### src/rtl/zol_pkg.sv
// Shared definitions for the loop sequencer: control op codes.
package zol_pkg;
    localparam int OP_W = 3;

    typedef enum logic [OP_W-1:0] {
        OP_NONE     = 3'd0,
        OP_JMP_ABS  = 3'd1,
        OP_JMP_REL  = 3'd2,
        OP_CALL_ABS = 3'd3,
        OP_CALL_REL = 3'd4,
        OP_RET      = 3'd5,
        OP_LOOP     = 3'd6
    } ctl_op_e;
endpackage

### src/rtl/zol_lifo.sv
// Register-based last-in-first-out store.
// The store can push, pop, or rewrite its top entry in a cycle; it never
// does more than one of these at once.
// Assumes: the owner never pushes when full_o is 1, and never pops or
// rewrites when empty_o is 1. The owner guards these cases and raises errors.
module zol_lifo #(
    parameter int W     = 8,
    parameter int DEPTH = 4
) (
    input  logic         clk,
    input  logic         rst_n,
    input  logic         push_i,
    input  logic         pop_i,
    input  logic         repl_i,
    input  logic [W-1:0] data_i,
    output logic [W-1:0] top_o,
    output logic         full_o,
    output logic         empty_o
);
    localparam int PW  = $clog2(DEPTH + 1);
    localparam int AIW = (DEPTH > 1) ? $clog2(DEPTH) : 1;

    logic [W-1:0]  mem [DEPTH];
    logic [PW-1:0] ptr;

    assign full_o  = (ptr == PW'(DEPTH));
    assign empty_o = (ptr == '0);
    assign top_o   = empty_o ? '0 : mem[AIW'(ptr - 1'b1)];

    // Occupancy count: up on push, down on pop.
    always_ff @(posedge clk) begin
        if (!rst_n)      ptr <= '0;
        else if (push_i) ptr <= ptr + 1'b1;
        else if (pop_i)  ptr <= ptr - 1'b1;
    end

    // Entry storage: write the new entry, or rewrite the top one.
    always_ff @(posedge clk) begin
        if (push_i)      mem[AIW'(ptr)]        <= data_i;
        else if (repl_i) mem[AIW'(ptr - 1'b1)] <= data_i;
    end

    a_r8_push_has_room: assert property (@(posedge clk) disable iff (!rst_n)
        push_i |-> !full_o);
    a_r10_pop_has_data: assert property (@(posedge clk) disable iff (!rst_n)
        (pop_i || repl_i) |-> !empty_o);
    a_r9_one_op: assert property (@(posedge clk) disable iff (!rst_n)
        $countones({push_i, pop_i, repl_i}) <= 1);
    a_r8_depth_bound: assert property (@(posedge clk) disable iff (!rst_n)
        ptr <= PW'(DEPTH));
endmodule

### src/rtl/zol_target_gen.sv
// Computes the fall-through address and the PC-relative branch address.
// Assumes: OW < AW. The offset is two's complement and wraps in AW bits.
module zol_target_gen #(
    parameter int AW = 24,
    parameter int OW = 16
) (
    input  logic [AW-1:0] pc_i,
    input  logic [OW-1:0] offset_i,
    output logic [AW-1:0] pc_inc_o,
    output logic [AW-1:0] pc_rel_o
);
    localparam int XW = AW - OW;

    logic [AW-1:0] ofs_ext;

    // Sign-extend the offset and form both candidate addresses.
    always_comb begin
        ofs_ext  = {{XW{offset_i[OW-1]}}, offset_i};
        pc_inc_o = pc_i + 1'b1;
        pc_rel_o = pc_i + ofs_ext;
    end
endmodule

### src/rtl/zol_sequencer.sv
// Next-PC sequencer with a tagged return stack and a loop-counter stack.
// Tag 1 on a return-stack entry marks a loop end; tag 0 marks a return address.
// A loop end on top of the return stack takes priority over op_i.
// Assumes: the core registers next_pc_o as its PC, puts no control op at a
// loop-end address, and gives nested loops distinct end addresses.
module zol_sequencer
    import zol_pkg::*;
#(
    parameter int AW       = 24,
    parameter int CW       = 32,
    parameter int OW       = 16,
    parameter int PC_DEPTH = 30,
    parameter int LC_DEPTH = 6
) (
    input  logic            clk,
    input  logic            rst_n,
    input  logic [AW-1:0]   pc_i,
    input  logic [OP_W-1:0] op_i,
    input  logic            cond_i,
    input  logic [AW-1:0]   target_i,
    input  logic [OW-1:0]   offset_i,
    input  logic [CW-1:0]   count_i,
    input  logic [AW-1:0]   loop_end_i,
    output logic [AW-1:0]   next_pc_o,
    output logic            lce_o,
    output logic            ovf_err_o,
    output logic            unf_err_o
);
    localparam int PSW = AW + 1;
    localparam int LSW = CW + AW;

    logic [AW-1:0]  pc_inc, pc_rel;
    logic [PSW-1:0] ps_top, ps_din;
    logic [LSW-1:0] ls_top, ls_din;
    logic ps_push, ps_pop, ps_full, ps_empty;
    logic ls_push, ls_pop, ls_repl, ls_full, ls_empty;
    logic ovf_set, unf_set, at_end, expired, loop_on;
    logic [AW-1:0] top_addr, loop_start;
    logic [CW-1:0] loop_cnt;
    ctl_op_e op;

    zol_target_gen #(.AW(AW), .OW(OW)) u_tgt (
        .pc_i(pc_i), .offset_i(offset_i), .pc_inc_o(pc_inc), .pc_rel_o(pc_rel)
    );

    zol_lifo #(.W(PSW), .DEPTH(PC_DEPTH)) u_ret_stack (
        .clk(clk), .rst_n(rst_n), .push_i(ps_push), .pop_i(ps_pop),
        .repl_i(1'b0), .data_i(ps_din), .top_o(ps_top),
        .full_o(ps_full), .empty_o(ps_empty)
    );

    zol_lifo #(.W(LSW), .DEPTH(LC_DEPTH)) u_cnt_stack (
        .clk(clk), .rst_n(rst_n), .push_i(ls_push), .pop_i(ls_pop),
        .repl_i(ls_repl), .data_i(ls_din), .top_o(ls_top),
        .full_o(ls_full), .empty_o(ls_empty)
    );

    // Decode the stack tops and detect the loop-end address.
    always_comb begin
        op         = ctl_op_e'(op_i);
        top_addr   = ps_top[AW-1:0];
        loop_cnt   = ls_top[LSW-1:AW];
        loop_start = ls_top[AW-1:0];
        loop_on    = !ls_empty;
        expired    = loop_on && (loop_cnt < CW'(2));
        at_end     = loop_on && !ps_empty && ps_top[AW] && (pc_i == top_addr);
    end

    assign lce_o = expired;

    // Choose the next PC and the stack operations for this cycle.
    always_comb begin
        next_pc_o = pc_inc;
        ps_push = 1'b0; ps_pop = 1'b0; ps_din = '0;
        ls_push = 1'b0; ls_pop = 1'b0; ls_repl = 1'b0; ls_din = '0;
        ovf_set = 1'b0; unf_set = 1'b0;
        if (at_end) begin
            if (expired) begin
                ps_pop = 1'b1;
                ls_pop = 1'b1;
            end else begin
                ls_repl   = 1'b1;
                ls_din    = {loop_cnt - 1'b1, loop_start};
                next_pc_o = loop_start;
            end
        end else begin
            case (op)
                OP_JMP_ABS: if (cond_i) next_pc_o = target_i;
                OP_JMP_REL: if (cond_i) next_pc_o = pc_rel;
                OP_CALL_ABS, OP_CALL_REL: if (cond_i) begin
                    next_pc_o = (op == OP_CALL_ABS) ? target_i : pc_rel;
                    if (ps_full) ovf_set = 1'b1;
                    else begin
                        ps_push = 1'b1;
                        ps_din  = {1'b0, pc_inc};
                    end
                end
                OP_RET: if (cond_i) begin
                    if (ps_empty) unf_set = 1'b1;
                    else begin
                        ps_pop    = 1'b1;
                        next_pc_o = top_addr;
                    end
                end
                OP_LOOP: begin
                    if (ps_full || ls_full) ovf_set = 1'b1;
                    else begin
                        ps_push = 1'b1;
                        ps_din  = {1'b1, loop_end_i};
                        ls_push = 1'b1;
                        ls_din  = {count_i, pc_inc};
                    end
                end
                default: ;
            endcase
        end
    end

    // Sticky error flags, cleared only by reset.
    always_ff @(posedge clk) begin
        if (!rst_n) begin
            ovf_err_o <= 1'b0;
            unf_err_o <= 1'b0;
        end else begin
            ovf_err_o <= ovf_err_o | ovf_set;
            unf_err_o <= unf_err_o | unf_set;
        end
    end

    a_r10_ovf_sticky: assert property (@(posedge clk) disable iff (!rst_n)
        ovf_err_o |=> ovf_err_o);
    a_r10_unf_sticky: assert property (@(posedge clk) disable iff (!rst_n)
        unf_err_o |=> unf_err_o);
    a_r4_count_steps_down: assert property (@(posedge clk) disable iff (!rst_n)
        (at_end && !expired) |=> (loop_cnt == CW'($past(loop_cnt) - 1'b1)));
    a_r9_loop_ovf_flag: assert property (@(posedge clk) disable iff (!rst_n)
        (!at_end && op_i == 3'd6 && ls_full) |=> ovf_err_o);
    a_r5_expired_fallthrough: assert property (@(posedge clk) disable iff (!rst_n)
        (at_end && expired) |-> (next_pc_o == pc_i + 1'b1));
endmodule

### config.mk
export PLATFORM = sky130hd
export DESIGN_NAME = zol_sequencer
export DESIGN_NICKNAME = d
export VERILOG_FILES = /design/src/rtl/zol_pkg.sv /design/src/rtl/zol_lifo.sv /design/src/rtl/zol_target_gen.sv /design/src/rtl/zol_sequencer.sv
export SDC_FILE = /design/constraint.sdc
export NUM_CORES = 1
export LEC_CHECK = 0
export BUFFER_PORTS_ARGS = -buffer_cell sky130_fd_sc_hd__buf_4
export CELL_PAD_IN_SITES_DETAIL_PLACEMENT = 0
export CELL_PAD_IN_SITES_GLOBAL_PLACEMENT = 2
export CORE_MARGIN = 10
export CORE_UTILIZATION = 30
export DETAILED_ROUTE_END_ITERATION = 8
export HOLD_SLACK_MARGIN = 0.12
export PLACE_DENSITY = 0.55
export SYNTH_ARGS = -nofsm -noshare
export SYNTH_HDL_FRONTEND = slang
export SYNTH_SLANG_ARGS = --single-unit
### constraint.sdc
create_clock -name clk -period 12.2 [get_ports clk]
set_input_delay 3.66 -clock clk [delete_from_list [all_inputs] [get_ports clk]]
set_output_delay 3.66 -clock clk [all_outputs]
set_load 0.01 [all_outputs]
Word-level counts from Yosys, hierarchy flattened
Memories as Yosys holds them, arrays and structs flattened.
Index checks and enable logic that the tools add are counted.

word-level totals
  input port bits = 126
  memories = 2
  logic and storage cells = 96
  flip-flop bits (word level) = 10
  RAM bits = 1086
  output and inout bits = 27

operators by class
  order comparisons = 1
  multiplexer cells = 58
  bitwise logic cells = 2
  add/sub/neg operators = 7
  equality and inequality tests = 9
  reduce and logical (&&, ||, !) cells = 13

memory list
  name             words  bits a word  rd ports  clocked after memory_dff  wr ports  RTL line        source
  u_ret_stack.mem  30     25           1         0                         1         zol_lifo.sv:23  logic [W-1:0] mem [DEPTH];
  u_cnt_stack.mem  6      56           1         0                         1         zol_lifo.sv:23

operators by type and width
  cell                                                                           count
  56-bit 2-to-1 mux                                                              6
  24-bit 2-to-1 mux                                                              10
  24-bit case mux with 4 select lines                                            1
  25-bit 2-to-1 mux                                                              3
  56-bit OR reduction                                                            1
  25-bit case mux with 2 select lines                                            1
  32-bit by 2-bit less-than comparator with 1-bit output, second input constant  1
  32-bit by 1-bit subtractor with 32-bit output, second input constant           1
  1-bit 2-to-1 mux                                                               30
  24-bit by 1-bit adder with 24-bit output, second input constant                1
  24-bit adder                                                                   1
  24-bit == test                                                                 1
  3-bit == test, second input constant                                           4
  5-bit 2-to-1 mux                                                               2
  3-bit 2-to-1 mux                                                               3
  3-bit by 2-bit == test with 1-bit output, second input constant                2
  5-bit by 1-bit adder with 5-bit output, second input constant                  1
  5-bit == test, second input constant                                           1
  5-bit logical NOT                                                              1
  5-bit by 1-bit subtractor with 5-bit output, second input constant             1
  1-bit logical AND                                                              4
  1-bit case mux with 2 select lines                                             2
  2-bit nonzero test                                                             2
  3-bit by 1-bit adder with 3-bit output, second input constant                  1
  7 further kinds                                                                9

Logic depth before layout (Yosys ltp)
Gate-level depths: netlist of run 1.
An unclocked memory read counts as a cell.

  word-level depth = 12
  mapped depth = 27

By module
Synthesis of run 1 repeated with hierarchy kept, for this count alone.

unflattened totals
  cell total of the unflattened synthesis = 2864
  area total of the unflattened synthesis = 48252.5 um2

by module, submodules not included
  module                  sequential area each (um2)  cells an instance  area an instance (um2)  times used
  zol_lifo (u_ret_stack)  22621.7                     1470               29947.5                 1
  zol_lifo (u_cnt_stack)  10149.7                     640                13033.8                 1
  zol_sequencer           40.0                        525                3608.5                  1
  zol_target_gen          0.0                         229                1662.8                  1

Worst setup path before layout of run 1
No wires, ideal clock.

  path type = reg2out
  from = reg u_cnt_stack.ptr[0]
  to = out next_pc_o[3]
  data required time = 8540 ps
  cell stages (with the launch flop) = 25
  slack = 2161 ps
  arrival = 6379 ps
  cells stage by stage = dfxtp_1 > buf_4 > buf_2 > buf_2 > buf_2 > buf_2 > buf_2 > buf_2 > clkbuf_1 > inv_1 > ha_1 > clkbuf_1 > inv_2 > buf_2 > buf_2 > buf_1 > buf_1 > mux2i_1 > o32ai_1 > nor3_1 > nand2_1 > nor3_2 > buf_2 > a21boi_0 > o21ai_0

on the way
  cells in the longest elaborated chain, start to end = 7

RTL lines
  what                                                    RTL line             source
  start, declared                                         zol_lifo.sv:24       logic [PW-1:0] ptr;
  start signal, assigned                                  zol_lifo.sv:33       else if (push_i) ptr <= ptr + 1'b1;
  start signal, assigned                                  zol_lifo.sv:34       else if (pop_i) ptr <= ptr - 1'b1;
  3-bit by 1-bit subtractor with 3-bit output             zol_lifo.sv:28       assign top_o = empty_o ? '0 : mem[AIW'(ptr - 1'b1)];
  memory 6 x 56 bit                                       --
  56-bit 2-to-1 mux                                       zol_lifo.sv:28
  32-bit by 2-bit less-than comparator with 1-bit output  zol_sequencer.sv:65  expired = loop_on && (loop_cnt < CW'(2));
  1-bit logical AND (*)                                   zol_sequencer.sv:65
  named net lce_o                                         zol_sequencer.sv:25  output logic lce_o,
  24-bit 2-to-1 mux (*)                                   zol_sequencer.sv:78  if (expired) begin
  24-bit 2-to-1 mux (*)                                   zol_sequencer.sv:77  if (at_end) begin
  end, declared                                           zol_sequencer.sv:24  output logic [AW-1:0] next_pc_o,

Mark *: on every way through the listed nets, which the timed path passes. The rest lies on a longest branch.

Worst setup path after layout of run 1
  from = in pc_i[0]
  to = out next_pc_o[20]

on the way
  cells in the longest elaborated chain, start to end = 5

RTL lines
  what                                                                      RTL line                                    source
  start, declared                                                           zol_sequencer.sv:17                         input logic [AW-1:0] pc_i,
  24-bit by 1-bit adder with 24-bit output or 24-bit adder (tied branches)  zol_target_gen.sv:19, zol_target_gen.sv:20
  24-bit 2-to-1 mux, on equally long branches                               zol_sequencer.sv:99, zol_sequencer.sv:91
  24-bit 2-to-1 mux, on equally long branches                               zol_sequencer.sv:98, zol_sequencer.sv:90
  24-bit case mux with 4 select lines                                       zol_sequencer.sv:87                         case (op)
  24-bit 2-to-1 mux (*)                                                     zol_sequencer.sv:77

Mark *: on every way between the ends. The rest lies on a longest branch, timed or not.

==> summary.txt, run 1 <==
Outcome
  – Outcome: complete, no violations

Min path
  – Hold Path Stages: 2
  – Worst min-delay path class: reg2reg
  – Hold Startpoint: ovf_err_o

Yosys
  – Flops & latches, synth: 1096
  – Sequential cell area fraction in the yosys report: 0.677
  – Netlist cell types: 93
  – Ys Warns: 0
  – Synthesized area per cell: 16.4 um2
  – Post-Syn Instances: 2949
  – Mapped Area: 48500 um2
  – Post-synth EDFFs: 1086
  – Syn Nets: 3110
  – Ys flop type: edfxtp_1
  – Post-synth ARST share: 0

Route
  – Drc violations: 0
  – Routed WL: 162 mm
  – 1st-iter DRT viols: 2408
  – Vias per cell: 5.25
  – Vias: 28500
  – Drt first pass iters: 6
  – Antenna viol nets, final: 0
  – Drt wl/cell: 29.8 um

Timing
  – Final setup viols: 0
  – Crit share post-route: 0.938
  – Worst rel slew slack: 0.134
  – RSZ-0062 raised after global routing: false
  – Worst-margin pin slew: 1.30 ns
  – Pins over their slew limit: 0
  – Maximum clock rate: 87.4 MHz
  – Setup slack after layout: 0.758 ns
  – Final hold vios: 0
  – Final setup TNS: 0 ns
  – Clk_skew: 0.0994 ns
  – Final min period: 11.44 ns
  – Hold WS: 0.566 ns

Cells and area
  – P&R area growth vs syn: 17.0%
  – Commonest non-fill, non-tap cell in the layout: edfxtp_1
  – Commonest cells after routing, fill and taps aside: edfxtp_1, buf_4, mux4_2
  – Nets: 3323
  – Fin cells: 5422
  – Layout cells sized above 1: 0.250

Floorplanning
  – Row cnt: 147
  – Starting density of the core: 0.302
  – I/O pins: 153
  – Die H: 422 um
  – Die W: 422 um
  – Core area: 161000 um2
  – Die area: 178000 um2

CTS
  – # H-tree levels: 3
  – Longest Clk Path Bufs: 3
  – Cts bufs inserted: 118
  – Worst-Skew Late Latency: 0.78 ns
  – Hold-fix buffers, CTS: 0
  – # clock sinks: 1096
  – Post-CTS resize count: 0
  – CTS clock-pin slew for the worst setup and hold paths: 0.06 ns
  – CTS tree: yes
  – Clock root cell: clkbuf_16
  – Post-CTS setup buffer count: 0

Critical path
  – WP buf/inv: 3
  – Critical Path Slowest Stage Cell: a2111oi_0
  – Worst R2R Start: u_ret_stack.ptr[0]
  – Crit start category: input port
  – Crit-path leading delay family: compound AO/OA/AOI/OAI gates
  – WP data required: 8.54 ns
  – Crit path cell chain: buf_4 -> ha_1 -> inv_1 -> fa_1 -> nor2b_1 -> o21ai_0 -> a21boi_0 -> o21ai_0 -> a2111oi_0 -> o22ai_1 -> o21bai_1 -> a21o_1 -> a21oi_1 -> xnor2_1 -> o221ai_1 -> o21ai_0 -> buf_4
  – Arr. time, crit path: 7.78 ns
  – Largest stage delay, worst path: 0.55 ns
  – Crit path launch: pc_i[0]
  – Crit Path Class: in2out
  – Worst setup EP type: output pin
  – Number of stages on the worst setup path: 17
  – Worst reg2reg path depth: 16
  – CP max FO: 8
  – CP most frequent cell: o21ai_0

Place
  – Post-DP HPWL: 103 mm
  – Dpl ws: 0.814 ns
  – Cell count after placement: 5202
  – Port Buffers: 152
  – Gp weighted congestion: 0.876

Flow run
  – Max capacitance violation total: 0

Global route
  – GRT Util Overall: 0.177
  – Vias in the first global route: 29700
  – Largest net degree at the start of global routing: 92
  – Initial antenna violation count: 10
  – GRT overflow: 0
  – First-pass GRT wire length: 228 mm

Pwr
  – IR drop worst, VDD: 0.114 mV
  – Total power: 9.58 mW
  – PwrDens: 169 nW/um2
  – Static leakage: 17.8 nW
kinds of logic after synthesis:
group                      share of synthesized area
DFF                                            0.677
and+or+nand+nor                               0.0588
AOI/OAI and AO/OA                             0.0734
muxes                                          0.142
buffers and inverters                         0.0222
xor gates and xnor gates                      0.0171
adders and majority gates                    0.00919
layer usage:
metal	GRT usage	vias to the layer above	wire [um]
met5	0	-	0
met4	0.0471	0	3930
met3	0.0256	199	7270
met2	0.312	752	82600
met1	0.226	15200	67900
li1	-	12300	-
metrics by stage:
step / utilization / instance area, um2
global route: 0.353 / 56700
detailed placement: 0.329 / 52800
CTS: 0.353 / 56700
global placement: 0.329 / 52800
floorplan: - / 48500
finish: 0.353 / 56700
Yosys cell counts (25+ instances only):
cell      count  area (um2)
edfxtp_1   1086       32600
mux4_2      237        5340
nand2_1     191         717
nor2_1      189         709
mux2i_1     124        1240
o21ai_0     112         561
a21oi_1      82         410
clkbuf_1     79         297
xnor2_1      63         552
buf_2        61         305
nand3_1      60         300
nor3_1       40         200
ha_1         34         425
xor2_1       30         263
mux2_2       29         327
a211oi_1     28         210
a22oi_1      28         210
and3_1       28         175
a22o_1       25         219
flip-flops by register name (all words and copies together) (netlist names):
signal / count
unf_err_o: 1
u_ret_stack.mem: 750
ovf_err_o: 1
u_cnt_stack.ptr: 3
u_ret_stack.ptr: 5
u_cnt_stack.mem: 336
final timing paths:
check / endpoint / slack (ns)
hold reg to reg: ovf_err_o / 0.57
setup reg to reg: u_cnt_stack.mem[0][15] / 3.92
setup / recovery: next_pc_o[20] / 0.76
hold / removal: ovf_err_o / 0.57
worst reg2reg max path, delay by kind of cell (launching register included):
kind | cells | cell delay, ns
xor+xnor | 1 | 0.39
mux | 1 | 0.38
flops | 1 | 0.59
compound gates | 3 | 1.36
fa+ha+maj | 1 | 0.93
simple gates | 6 | 2.62
buf+inv | 4 | 1.61
area by class of cell:
| cell class | count | area, um2 |
|---|---|---|
| sequential | 1096 | 32800 |
| clock buffer | 142 | 3040 |
| timing repair buffer | 278 | 2140 |
| antenna | 2 | 5.00 |
| clock inverter | 76 | 861 |
| fill | 15200 | 104000 |
| tap | 2160 | 2700 |
| multi-input combinational | 1640 | 15100 |
| inverter | 28 | 105 |
report_power, final:
| part | internal [mW] | switching [mW] | total, mW | leakage (nW) |
|---|---|---|---|---|
| logic | 0.627 | 1.18 | 1.80 | 5.97 |
| registers | 4.14 | 0.0165 | 4.16 | 9.94 |
| clock network | 2.10 | 1.52 | 3.62 | 1.90 |
No activity file was read; power rests on OpenSTA's default activity.
==> run 2: changes to the inputs <==
ABC_AREA = 1   (was default)
PLACE_DENSITY = 0.61   (was 0.55)
==> summary.txt, run 2 <==
Yosys
  – Syn Nets: 5282
  – Most frequent cell after synthesis: nand2_1
  – Flops & latches, synth: 1096
  – Ys Warns: 0
  – Synth Area in Compound Gates: 0.0620
  – Ys flop type: edfxtp_1
  – Proportion of synthesized area in mux cells: 0
  – Cell taking the most area after synthesis: edfxtp_1
  – Post-Synth Simple-Gate Area: 0.216
  – Post-synthesis xor/xnor area fraction: 0.0104
  – Sequential cell area fraction in the yosys report: 0.642
  – Post-synth ARST share: 0
  – Top cells by area, synth: edfxtp_1, nand2_1, nand3_1, inv_1, o21ai_0
  – Largest family of logic cells by synthesized area: simple AND/OR/NAND/NOR gates
  – Netlist cell types: 52
  – Post-synth EDFFs: 1086
  – Post-Syn Instances: 5121
  – Synthesized area per cell: 9.99 um2
  – Mapped Area: 51100 um2
  – Synth top cells by count: nand2_1, edfxtp_1, nand3_1
  – Area share of fa/ha/maj cells after synthesis: 0.00871
  – Area share of the largest cell type after synthesis: 0.638

Critical path
  – Worst reg2reg path depth: 21
  – Arr. time, crit path: 7.24 ns
  – WP data required: 8.54 ns
  – CP max FO: 103
  – Crit start category: register
  – Worst setup EP type: output pin
  – Crit Path Class: reg2out

Global route
  – Largest net degree at the start of global routing: 142
  – GRT Util Overall: 0.189
  – GRT overflow: 0
  – Vias in the first global route: 35500
  – First-pass GRT wire length: 260 mm
  – Initial antenna violation count: 7

CTS
  – Worst-Skew Late Latency: 0.77 ns
  – # H-tree levels: 3
  – Cts bufs inserted: 121
  – Post-CTS resize count: 0
  – CTS clock-pin slew for the worst setup and hold paths: 0.06 ns
  – # clock sinks: 1096
  – CTS tree: yes
  – Clock root cell: clkbuf_16
  – Post-CTS setup buffer count: 0
  – Longest Clk Path Bufs: 3
  – Hold-fix buffers, CTS: 0

Pwr
  – Total power: 9.52 mW
  – PwrDens: 162 nW/um2
  – IR drop worst, VDD: 0.124 mV
  – Clock share of power: 0.368
  – Reg power frac: 0.438
  – Sw power: 2.92 mW
  – Static leakage: 23.0 nW
  – Comb power frac: 0.194
  – P_int: 6.60 mW
  – Switching Fraction: 0.306

Route
  – Routed WL: 181 mm
  – 1st-iter DRT viols: 2757
  – Vias per cell: 4.88
  – Vias: 37000
  – Antenna viol nets, final: 0
  – Drt wl/cell: 24.0 um
  – Drt first pass iters: 8
  – Drc violations: 0

Timing
  – Final setup TNS: 0 ns
  – Pins over their slew limit: 0
  – Hold WS: 0.540 ns
  – Crit share post-route: 0.894
  – Final setup viols: 0
  – RSZ-0062 raised after global routing: false
  – Worst-margin pin slew: 1.25 ns
  – Maximum clock rate: 91.7 MHz
  – Clk_skew: 0.106 ns
  – Worst rel slew slack: 0.163
  – Final hold vios: 0
  – Final min period: 10.90 ns

Min path
  – Worst min-delay path class: reg2reg
  – Hold Path Stages: 2

Floorplanning
  – I/O pins: 153
  – Starting density of the core: 0.302
  – Die H: 433 um
  – Die area: 187000 um2
  – Die W: 433 um
  – Row cnt: 151
  – Core area: 169000 um2

Cells and area
  – Commonest non-fill, non-tap cell in the layout: nand2_1
  – Nets: 5407
  – Layout cells sized above 1: 0.106
  – Max reg flops: 750
  – Fin cells: 7567
  – Filler cells: 17100
  – Top Registers: u_ret_stack.mem (750), u_cnt_stack.mem (336), u_ret_stack.ptr (5)
  – Biggest register: u_ret_stack.mem
  – Commonest cells after routing, fill and taps aside: nand2_1, edfxtp_1, nand3_1
  – P&R area growth vs syn: 15.2%
  – Final design area excluding fillers: 58900 um2

Place
  – Post-DP HPWL: 111 mm
  – Gp weighted congestion: 0.901
  – Cell count after placement: 7341
  – Port Buffers: 152
  – Placed Area: 55100 um2

Outcome
  – Outcome: complete, no violations

Flow run
  – Max capacitance violation total: 0
run 2: cell types whose count changed after synthesis, sizes merged, moves of 29 or more:
cell / before / now
mux2i: 124 / 0
mux2: 29 / 0
a211oi: 32 / 1
o22ai: 17 / 60
inv: 25 / 479
or2: 6 / 44
buf: 106 / 182
nand3: 60 / 693
nor2: 190 / 331
xnor2: 63 / 15
o21ai: 130 / 299
a31oi: 8 / 42
nand2: 192 / 1498
mux4: 237 / 0
run 2: final timing paths:
check                                         from                      to  slack, ns
worst max-delay path            u_ret_stack.ptr[0]            next_pc_o[7]       1.30
worst min-delay path                     ovf_err_o               ovf_err_o       0.54
worst max register to register  u_ret_stack.ptr[0]  u_cnt_stack.mem[3][49]       3.82
worst min register to register           ovf_err_o               ovf_err_o       0.54
run 2: routing by layer:
metal | share of wire | up-vias | wire length (um) | global-route usage
li1 | - | 17700 | - | -
met1 | 0.46 | 18200 | 83700 | 0.262
met2 | 0.47 | 852 | 85800 | 0.312
met3 | 0.040 | 198 | 7310 | 0.0222
met4 | 0.025 | 0 | 4490 | 0.0485
met5 | 0 | - | 0 | 0
run 2: critical path, stage by stage (launching register included):
cell     delay [ns]
dfxtp_4        0.87
inv_8          0.40
ha_4           0.87
inv_8          0.32
buf_12         0.34
nand3_1        0.18
nand2_1        0.07
nand2_1        0.06
nand3_1        0.11
nand3_1        0.19
nand2_1        0.37
nand3_1        0.19
nand2_1        0.13
nor2_1         0.11
nand3_1        0.16
nor2_1         0.54
nand2_1        0.39
nor2_1         0.31
nand2_1        0.08
nand3_1        0.16
buf_4          0.15
run 2: kinds of logic (layout without fill, tap and decap cells):
group                    Yosys count  after routing
XOR/XNOR                          61             61
other                              0              2
AO/OA/AOI/OAI                    556            556
adder cells (fa/ha/maj)           35             35
flip-flops                      1096           1096
buffers and inverters            745            971
AND/OR/NAND/NOR                 2628           2628
run 2: metrics by stage:
| stage | utilization | setup WS (ns) |
|---|---|---|
| after floorplan | - | 2.69 |
| after CTS | 0.348 | 1.41 |
| after global placement | 0.325 | 1.59 |
| after global routing | 0.348 | 1.05 |
| after detailed placement | 0.325 | 1.61 |
| final | 0.348 | 1.30 |
run 2: power by group through the flow:
stage          clock network (mW)  registers (mW)  logic [mW]
2_1_floorplan                   0            4.24        1.10
3_3_place_gp                    0            4.25        1.88
3_5_place_dp                    0            4.25        1.87
4_1_cts                      3.60            4.17        1.88
5_1_grt                      3.74            4.17        2.02
6_report                     3.50            4.17        1.85
run 2: layout make-up:
cell class / count / area (um2) / area share
inverters: 480 / 1820 / 0.0309
well taps: 2218 / 2780 / 0.0471
repair buffers: 267 / 2070 / 0.0351
clock inverters: 74 / 613 / 0.0104
multi-input cells: 3280 / 15600 / 0.266
flip-flops and latches: 1096 / 32800 / 0.557
clock buffers: 150 / 3180 / 0.0539
diodes: 2 / 5.00 / 0.0000849
